## src/rtl/wsu_pkg.sv

```systemverilog
package wsu_pkg;
  localparam int BYTE_W = 8;

  typedef enum logic {
    ORDER_BIG    = 1'b0,
    ORDER_LITTLE = 1'b1
  } byte_order_e;
endpackage

```

## src/rtl/wsu_lane_mapper.sv

```systemverilog
module wsu_lane_mapper #(
  parameter int LANES = 4
) (
  input  logic [LANES*wsu_pkg::BYTE_W-1:0] word_in,
  input  logic                             swap_en,
  output logic [LANES*wsu_pkg::BYTE_W-1:0] lanes_out
);
  localparam int BW = wsu_pkg::BYTE_W;
  localparam int WW = LANES * BW;

  // Lane j (byte offset j) takes word byte k = j XOR s, with byte 0 the
  // most significant; s is LANES-1 when swapping, 0 otherwise.
  function automatic logic [WW-1:0] place_bytes(input logic [WW-1:0] w,
                                                input logic sw);
    logic [WW-1:0] r;
    int k;
    r = '0;
    for (int j = 0; j < LANES; j++) begin
      k = sw ? (j ^ (LANES - 1)) : j;
      r[BW*j +: BW] = w[BW*(LANES-1-k) +: BW];
    end
    return r;
  endfunction

  assign lanes_out = place_bytes(word_in, swap_en);
endmodule

```

## src/rtl/wsu_write_stage.sv

```systemverilog
module wsu_write_stage #(
  parameter int LANES  = 4,
  parameter int WADR_W = 30
) (
  input  logic                             clk,
  input  logic                             rst_n,
  input  logic                             do_write,
  input  logic [WADR_W-1:0]                word_addr,
  input  logic [LANES*wsu_pkg::BYTE_W-1:0] lanes,
  output logic                             wr_en,
  output logic [WADR_W-1:0]                wr_word_addr,
  output logic [LANES-1:0]                 wr_be,
  output logic [LANES*wsu_pkg::BYTE_W-1:0] wr_data
);
  always_ff @(posedge clk or negedge rst_n) begin
    if (!rst_n) begin
      wr_en        <= 1'b0;
      wr_word_addr <= '0;
      wr_be        <= '0;
      wr_data      <= '0;
    end else begin
      wr_en <= do_write;
      wr_be <= do_write ? {LANES{1'b1}} : '0;
      if (do_write) begin
        wr_word_addr <= word_addr;
        wr_data      <= lanes;
      end
    end
  end
endmodule

```

## src/rtl/wsu_status.sv

```systemverilog
module wsu_status (
  input  logic clk,
  input  logic rst_n,
  input  logic mis_event,
  input  logic trap_en,
  input  logic jump_strobe,
  input  logic status_clr,
  output logic misalign_flag,
  output logic exc_pending,
  output logic exc_take
);
  logic trap_event;
  assign trap_event = mis_event & trap_en;
  assign exc_take   = exc_pending & jump_strobe;

  // A new event wins over a clear or a delivery in the same cycle.
  always_ff @(posedge clk or negedge rst_n) begin
    if (!rst_n) begin
      misalign_flag <= 1'b0;
      exc_pending   <= 1'b0;
    end else begin
      if (mis_event)       misalign_flag <= 1'b1;
      else if (status_clr) misalign_flag <= 1'b0;
      if (trap_event)       exc_pending <= 1'b1;
      else if (jump_strobe) exc_pending <= 1'b0;
    end
  end

  assert_flag_set_R7: assert property (@(posedge clk) disable iff (!rst_n)
    mis_event |=> misalign_flag);
  assert_flag_sticky_R8: assert property (@(posedge clk) disable iff (!rst_n)
    misalign_flag && !status_clr |=> misalign_flag);
  assert_trap_pend_R9: assert property (@(posedge clk) disable iff (!rst_n)
    trap_event |=> exc_pending);
  assert_no_spurious_pend_R9: assert property (@(posedge clk) disable iff (!rst_n)
    !exc_pending && !trap_event |=> !exc_pending);
  assert_jump_delivers_R10: assert property (@(posedge clk) disable iff (!rst_n)
    exc_pending && jump_strobe && !trap_event |=> !exc_pending);
endmodule

```

## src/rtl/word_store_unit.sv

```systemverilog
module word_store_unit #(
  parameter int ADDR_W = 32,
  parameter int LANES  = 4,
  localparam int DATA_W = LANES * wsu_pkg::BYTE_W,
  localparam int OFF_W  = $clog2(LANES),
  localparam int WADR_W = ADDR_W - OFF_W
) (
  input  logic              clk,
  input  logic              rst_n,
  input  logic              req_valid,
  input  logic              req_guard,
  input  logic [ADDR_W-1:0] req_addr,
  input  logic [DATA_W-1:0] req_data,
  input  logic              mode_little,
  input  logic              req_io,
  input  logic              trap_en,
  input  logic              jump_strobe,
  input  logic              status_clr,
  output logic              wr_en,
  output logic [WADR_W-1:0] wr_word_addr,
  output logic [LANES-1:0]  wr_be,
  output logic [DATA_W-1:0] wr_data,
  output logic              misalign_flag,
  output logic              exc_pending,
  output logic              exc_take
);
  import wsu_pkg::*;

  function automatic logic is_unaligned(input logic [ADDR_W-1:0] a);
    return |a[OFF_W-1:0];
  endfunction

  logic        store_fire;
  logic        unaligned;
  logic        aligned_store;
  logic        mis_event;
  logic        swap_en;
  byte_order_e order;
  logic [DATA_W-1:0] lanes;

  assign order         = byte_order_e'(mode_little);
  assign store_fire    = req_valid & req_guard;
  assign unaligned     = is_unaligned(req_addr);
  assign aligned_store = store_fire & ~unaligned;
  assign mis_event     = store_fire & unaligned;
  assign swap_en       = (order == ORDER_LITTLE) & ~req_io;

  wsu_lane_mapper #(.LANES(LANES)) u_map (
    .word_in  (req_data),
    .swap_en  (swap_en),
    .lanes_out(lanes)
  );

  wsu_write_stage #(.LANES(LANES), .WADR_W(WADR_W)) u_wr (
    .clk         (clk),
    .rst_n       (rst_n),
    .do_write    (aligned_store),
    .word_addr   (req_addr[ADDR_W-1:OFF_W]),
    .lanes       (lanes),
    .wr_en       (wr_en),
    .wr_word_addr(wr_word_addr),
    .wr_be       (wr_be),
    .wr_data     (wr_data)
  );

  wsu_status u_st (
    .clk          (clk),
    .rst_n        (rst_n),
    .mis_event    (mis_event),
    .trap_en      (trap_en),
    .jump_strobe  (jump_strobe),
    .status_clr   (status_clr),
    .misalign_flag(misalign_flag),
    .exc_pending  (exc_pending),
    .exc_take     (exc_take)
  );

  assert_aligned_write_R2: assert property (@(posedge clk) disable iff (!rst_n)
    req_valid && req_guard && !unaligned |=>
      wr_en && wr_be == {LANES{1'b1}} &&
      wr_word_addr == $past(req_addr[ADDR_W-1:OFF_W]));
  assert_no_write_R11: assert property (@(posedge clk) disable iff (!rst_n)
    !req_valid |=> !wr_en && wr_be == '0);
  assert_guard_quiet_R6: assert property (@(posedge clk) disable iff (!rst_n)
    req_valid && !req_guard && !status_clr && !jump_strobe |=>
      !wr_en && $stable(misalign_flag) && $stable(exc_pending));
  assert_unaligned_no_write_R7: assert property (@(posedge clk) disable iff (!rst_n)
    req_valid && unaligned |=> !wr_en && wr_be == '0);
endmodule

```

## config.mk

```make
export PLATFORM = sky130hd
export DESIGN_NAME = word_store_unit
export DESIGN_NICKNAME = d
export VERILOG_FILES = /design/src/rtl/wsu_pkg.sv /design/src/rtl/wsu_lane_mapper.sv /design/src/rtl/wsu_write_stage.sv /design/src/rtl/wsu_status.sv /design/src/rtl/word_store_unit.sv
export SDC_FILE = /design/constraint.sdc
export NUM_CORES = 1
export LEC_CHECK = 0
export BUFFER_PORTS_ARGS = -buffer_cell sky130_fd_sc_hd__buf_2
export CORE_MARGIN = 1.5
export CORE_UTILIZATION = 45
export CTS_CLUSTER_SIZE = 24
export DETAILED_ROUTE_END_ITERATION = 10
export PLACE_DENSITY = 0.78
export SYNTH_ARGS = -nofsm -noshare
export SYNTH_HDL_FRONTEND = slang
export SYNTH_SLANG_ARGS = --single-unit
```

## constraint.sdc

```tcl
create_clock -name clk -period 0.93 [get_ports clk]
set_input_delay 0.0465 -clock clk [delete_from_list [all_inputs] [get_ports clk]]
set_output_delay 0.0465 -clock clk [all_outputs]
set_load 0.02 [all_outputs]
```

# --- Yosys cells after proc, flatten, opt, wreduce, memory -nomap -nowiden ---
# Cells that the tools add are included.
totals:
  ff_bits: 69
  inputBits: 73
  elab_cells: 34
classes:
  addsub: 4
  n_shift: 4
  muxes: 9
  bitwise_logic: 8
  n_reduce_logical: 3
op_table:
  columns: ["operator", "count"]
  rows:
  - ["$shiftx 32x32->8", 4]
  - ["$sub 3x29->29 const A", 4]
  - ["$mux 2", 4]
  - ["$and 1x1->1", 6]
  - ["$mux 1", 4]
  - ["$mux 4", 1]
  - ["$reduce_bool 2->1", 2]
  - ["$not 1->1", 2]
  - ["$reduce_or 2->1", 1]

# --- Depth between registers and ports, before layout ---
logic_depth:
  ltp_word: 5
  mapped_depth: 6
  depth_no_buf: 3

# --- Modules after synthesis ---
# A second synthesis with hierarchy kept.
unflattened:
  cells_unflattened: 183
  area_unflattened_um2: 3318.2
by_module_without_submodules:
  columns: ["module", "instances", "cells_per_inst", "area_per_inst_um2", "seq_area_each_um2"]
  rows:
  - ["wsu_write_stage", 1, 136, 2661.3, 1576.5]
  - ["wsu_lane_mapper", 1, 36, 544.3, 0.0]
  - ["wsu_status", 1, 8, 83.8, 50.0]
  - ["word_store_unit", 1, 3, 28.8, 0.0]

# --- Worst setup path before layout ---
# Ideal clock, no wire load.
synth_timing:
  path_kind: "input -> register"
  startpoint: "input req_addr[0]"
  endpoint: "register u_wr.wr_word_addr[14]"
  arrival_time_ns: 0.903
  slack_ns: -0.098
  stages: 4
  path_cell_list: "and4bb_1 > buf_6 > clkbuf_8 > mux2_2"
synth_via:
  elab_chain_len: 3
synth_rtl:
  columns: ["item", "line_no", "text"]
  rows:
  - ["from (decl)", "word_store_unit.sv:12", "input logic [ADDR_W-1:0] req_addr,"]
  - ["$reduce_or 2->1", "word_store_unit.sv:30", "return |a[OFF_W-1:0];"]
  - ["$not 1->1", "word_store_unit.sv:44", "assign aligned_store = store_fire & ~unaligned;"]
  - ["$and 1x1->1", "word_store_unit.sv:44", null]
  - ["to (signal assigned)", "wsu_write_stage.sv:25", "wr_word_addr <= word_addr;"]
  - ["to (decl)", "wsu_write_stage.sv:11", "output logic [WADR_W-1:0] wr_word_addr,"]
# Every way passes these cells.
# A chain may end at the register's enable or synchronous reset.

# --- Final worst setup path ---
layout_timing:
  startpoint: "register u_st.exc_pending"
  endpoint: "output exc_take"
layout_via:
  elab_chain_len: 1
layout_rtl:
  columns: ["item", "line_no", "text"]
  rows:
  - ["from (decl)", "wsu_status.sv:9", "output logic exc_pending,"]
  - ["from (signal assigned)", "wsu_status.sv:20", "exc_pending <= 1'b0;"]
  - ["from (signal assigned)", "wsu_status.sv:24", "if (trap_event) exc_pending <= 1'b1;"]
  - ["from (signal assigned)", "wsu_status.sv:25", "else if (jump_strobe) exc_pending <= 1'b0;"]
  - ["$and 1x1->1", "wsu_status.sv:14", "assign exc_take = exc_pending & jump_strobe;"]
  - ["to (decl)", "word_store_unit.sv:25", "output logic exc_take"]
# Every way passes these cells.

==> impl_metrics.csv <==
group,metric,value,unit
placement,post-place-ws,-0.293,ns
synthesis,synthTopCellsByArea,"dfrtp_1 (59%), mux2_2 (12%), nand2_1 (8.7%), a31oi_1 (7.3%), nor2_1 (4.4%)",
pwr,p_leak,2.56,nW
placement,gp_congestion,0.795,
grt,grt_pass1_wl,15400,microns
sta,slew_violations,0,
critical_path,path_buf_inv,1,
critical_path,reg2reg_to,"u_st.exc_pending",
routing,wl_met2,6590,microns
routing,detail_route.drc_violations,0,
placement,dp_cells,462,
critical_path,worst_ep_required_time,0.88,ns
routing,drt-pass1-iter-count,6,
routing,avgRoutedWirePerCell,23.1,microns
cells_and_area,syn_to_final_growth,90.0,%
run_status,outcome,"finished with violations",
sta,maxSlewHeadroom,75.5,%
placement,io_buffers,142,
synthesis,yosysTopAreaCell,"dfrtp_1",
synthesis,yosysMostFrequentCell,"dfrtp_1",
clock_network,cts_tree,"built",
routing,route.vias.total,3321,
critical_path,path_delay_family,"flip-flops",
cells_and_area,nFillCells,242,
sta,post-route-period-util,114,%
floorplanning,core,5920,sq um
critical_path,cp_cell_sequence,"and2_4 > buf_6",
routing,wl_met3,1270,microns
grt,grt_max_degree,66,
clock_network,clk_latency,0.34,ns
synthesis,synth_common_cells,"dfrtp_1 (65), nand2_1 (64), a31oi_1 (32), nor2_1 (32), mux2_2 (30)",
critical_path,worst_setup_path_start_kind,"flip-flop",
sta,finalSetupViolCount,73,
cells_and_area,antenna_cells,0,
worst_hold_path,worstHoldStart,"req_valid",
synthesis,netlist_area,2760,sq um
clock_network,cts_max_level,3,
routing,drt-initial-drc-count,446,
critical_path,critPathCaptureType,"output port",
critical_path,r2r-start,"u_st.exc_pending",
run_status,violations,"setup timing",
floorplanning,boundaryPins,143,
cells_and_area,nets,574,
critical_path,cpPeakStageDelay,0.40,ns
synthesis,yosysWarnings,0,
routing,ant_nets,0,
routing,drt_wl_total,13400,microns
cells_and_area,final_area,5240,sq um
worst_hold_path,hold_path_class,"primary input to flip-flop",
sta,finalSetupTns,-2.32,ns
clock_network,cts_made_buffers,9,
synthesis,ys_async_sr_fraction,100,%
synthesis,avgSynthCellArea,10.8,sq um
cells_and_area,final_util,88.5,%
floorplanning,start_util,46.6,%
routing,dr.max_layer_used,"met4",
sta,period_needed,1.06,ns
critical_path,worstSetupEndpoint,"exc_take",
synthesis,synth.top_cell.area_share,59.0,%
pwr,peakVddDrop,1.37,mV
critical_path,path_class,"flip-flop to output port",
critical_path,cp_num_cells,2,
synthesis,ys_types,19,
grt,grt_use_total,31.8,%
synthesis,ys_ff_latch,65,
floorplanning,chipWidth,81.3,microns
routing,m1WireLength,4610,microns
synthesis,synth-edff-count,0,
sta,skew,0,ns
grt,grt_pass1_vias,3104,
synthesis,netlist_instances,255,
sta,finalHoldViolations,0,
placement,dpl.hpwl,4900,microns
critical_path,timing.reg2reg.setup_slack,-0.13,ns
synthesis,synth-main-ff-cell,"dfrtp_1",
placement,place_area,3640,sq um
floorplanning,row_count,28,
flow_run,drv_cap,0,
critical_path,cp_max_fo,2,
floorplanning,die_h,81.3,microns
grt,antenna_found_initial,0,
grt,gr-total-overflow,0,
sta,tightestPinTransition,0.363,ns
floorplanning,die_area,6610,sq um
clock_network,clock_path_buffers,2,
clock_network,clockRootBuffer,"clkbuf_8",
critical_path,startpoint,"u_st.exc_pending",
critical_path,cp_slowest_cell,"dfrtp_1",
cells_and_area,drive_gt1_share,47.5,%
clock_network,clk_pin_slew,0.08,ns
synthesis,synth_seq_area_share,59.0,%
critical_path,crit_arrival,1.02,ns
routing,vias_per_cell,5.73,
critical_path,ff2ff_path_depth,5,
sta,worst_slack,-0.132,ns
sta,grt_setup_unrepaired,"yes",
sta,fmax,941,MHz
pwr,power_density,2080,nW/um^2
clock_network,cts_num_sinks,65,
synthesis,synthesis.nets,328,
cells_and_area,final_cell_count_no_fill,580,
[cells by family (layout without fill, tap and decap cells)]
| group | after synthesis | after routing | synth area share [%] |
|---|---|---|---|
| AO/OA/AOI/OAI | 35 | 35 | 7.94 |
| buffers and inverters | 25 | 275 | 6.67 |
| flip-flops | 65 | 65 | 59.0 |
| multiplexers | 30 | 30 | 12.2 |
| AND/OR/NAND/NOR | 100 | 100 | 14.2 |
[worst min-delay path, stage by stage]
cell and delay [ns]:
buf_2 0.12, o211ai_1 0.13, o22ai_1 0.13
[through the flow]
step	hold slack, ns	power [mW]
after global routing	0.123	11.2
final	0.130	10.9
after floorplan	-0.249	5.34
after global placement	0.0870	6.31
after CTS	-0.0960	9.66
after detailed placement	0.0925	6.40
[power breakdown]
| group | leakage [nW] | internal [mW] | switching [mW] |
|---|---|---|---|
| sequential | 0.756 | 3.43 | 0.575 |
| clock | 0.102 | 1.36 | 1.15 |
| combinational | 1.70 | 2.36 | 2.01 |
| total | 2.56 | 7.15 | 3.73 |
[routing by layer]
layer	vias to the layer above	GRT usage, %
li1	1345	-
met1	1565	32.1
met2	313	56.4
met3	98	7.42
met4	0	23.4
met5	-	0
[layout by cell type (no fill, tap or decap), drive strengths merged]
master,n
nor2,32
a31oi,32
nor2b,1
o211ai,1
dlygate4sd3,66
clkbuf,13
clkinv,2
and4bb,1
dfrtp,65
bufinv,1
and2,1
nand2b,1
buf,190
o21ai,1
o22ai,1
mux2,30
nand2,64
inv,3
[state kept, by name, summed over array words and instances (netlist names)]
name	flops
u_wr.wr_data	32
u_wr.wr_be	1
u_wr.wr_word_addr	30
u_st.misalign_flag	1
u_st.exc_pending	1
[worst min-delay path by stage]
stage | cells after the start | end | slack (ns)
after floorplan | 0 | u_st.exc_pending | -0.25
after global placement | 2 | u_wr.wr_word_addr[14] | 0.09
after detailed placement | 2 | u_wr.wr_word_addr[14] | 0.09
after CTS | 2 | u_st.exc_pending | -0.1
after global routing | 3 | u_st.exc_pending | 0.12
final | 3 | u_st.exc_pending | 0.13
[layout make-up]
cell class              count  area, sq um  area share [%]
clock buffers              12          155            2.96
clock inverters             3         40.0           0.764
inverters                   3         11.3           0.215
multi-input cells         165         1030            19.7
flip-flops and latches     65         1630            31.1
well taps                  75         93.8            1.79
repair buffers            257         2280            43.5
[timing repair]
| item | CTS | global route |
|---|---|---|
| buffers inserted | 17 | 19 |
| endpoints found under the hold margin | 129 | 1 |
| gates resized for setup | 80 | 66 |
| hold buffers | 64 | 2 |
| gates cloned | 0 | 1 |
| setup endpoints to repair | 44 | 76 |
| pin swaps | 1 | 1 |
No activity file was read; power rests on OpenSTA's default activity.
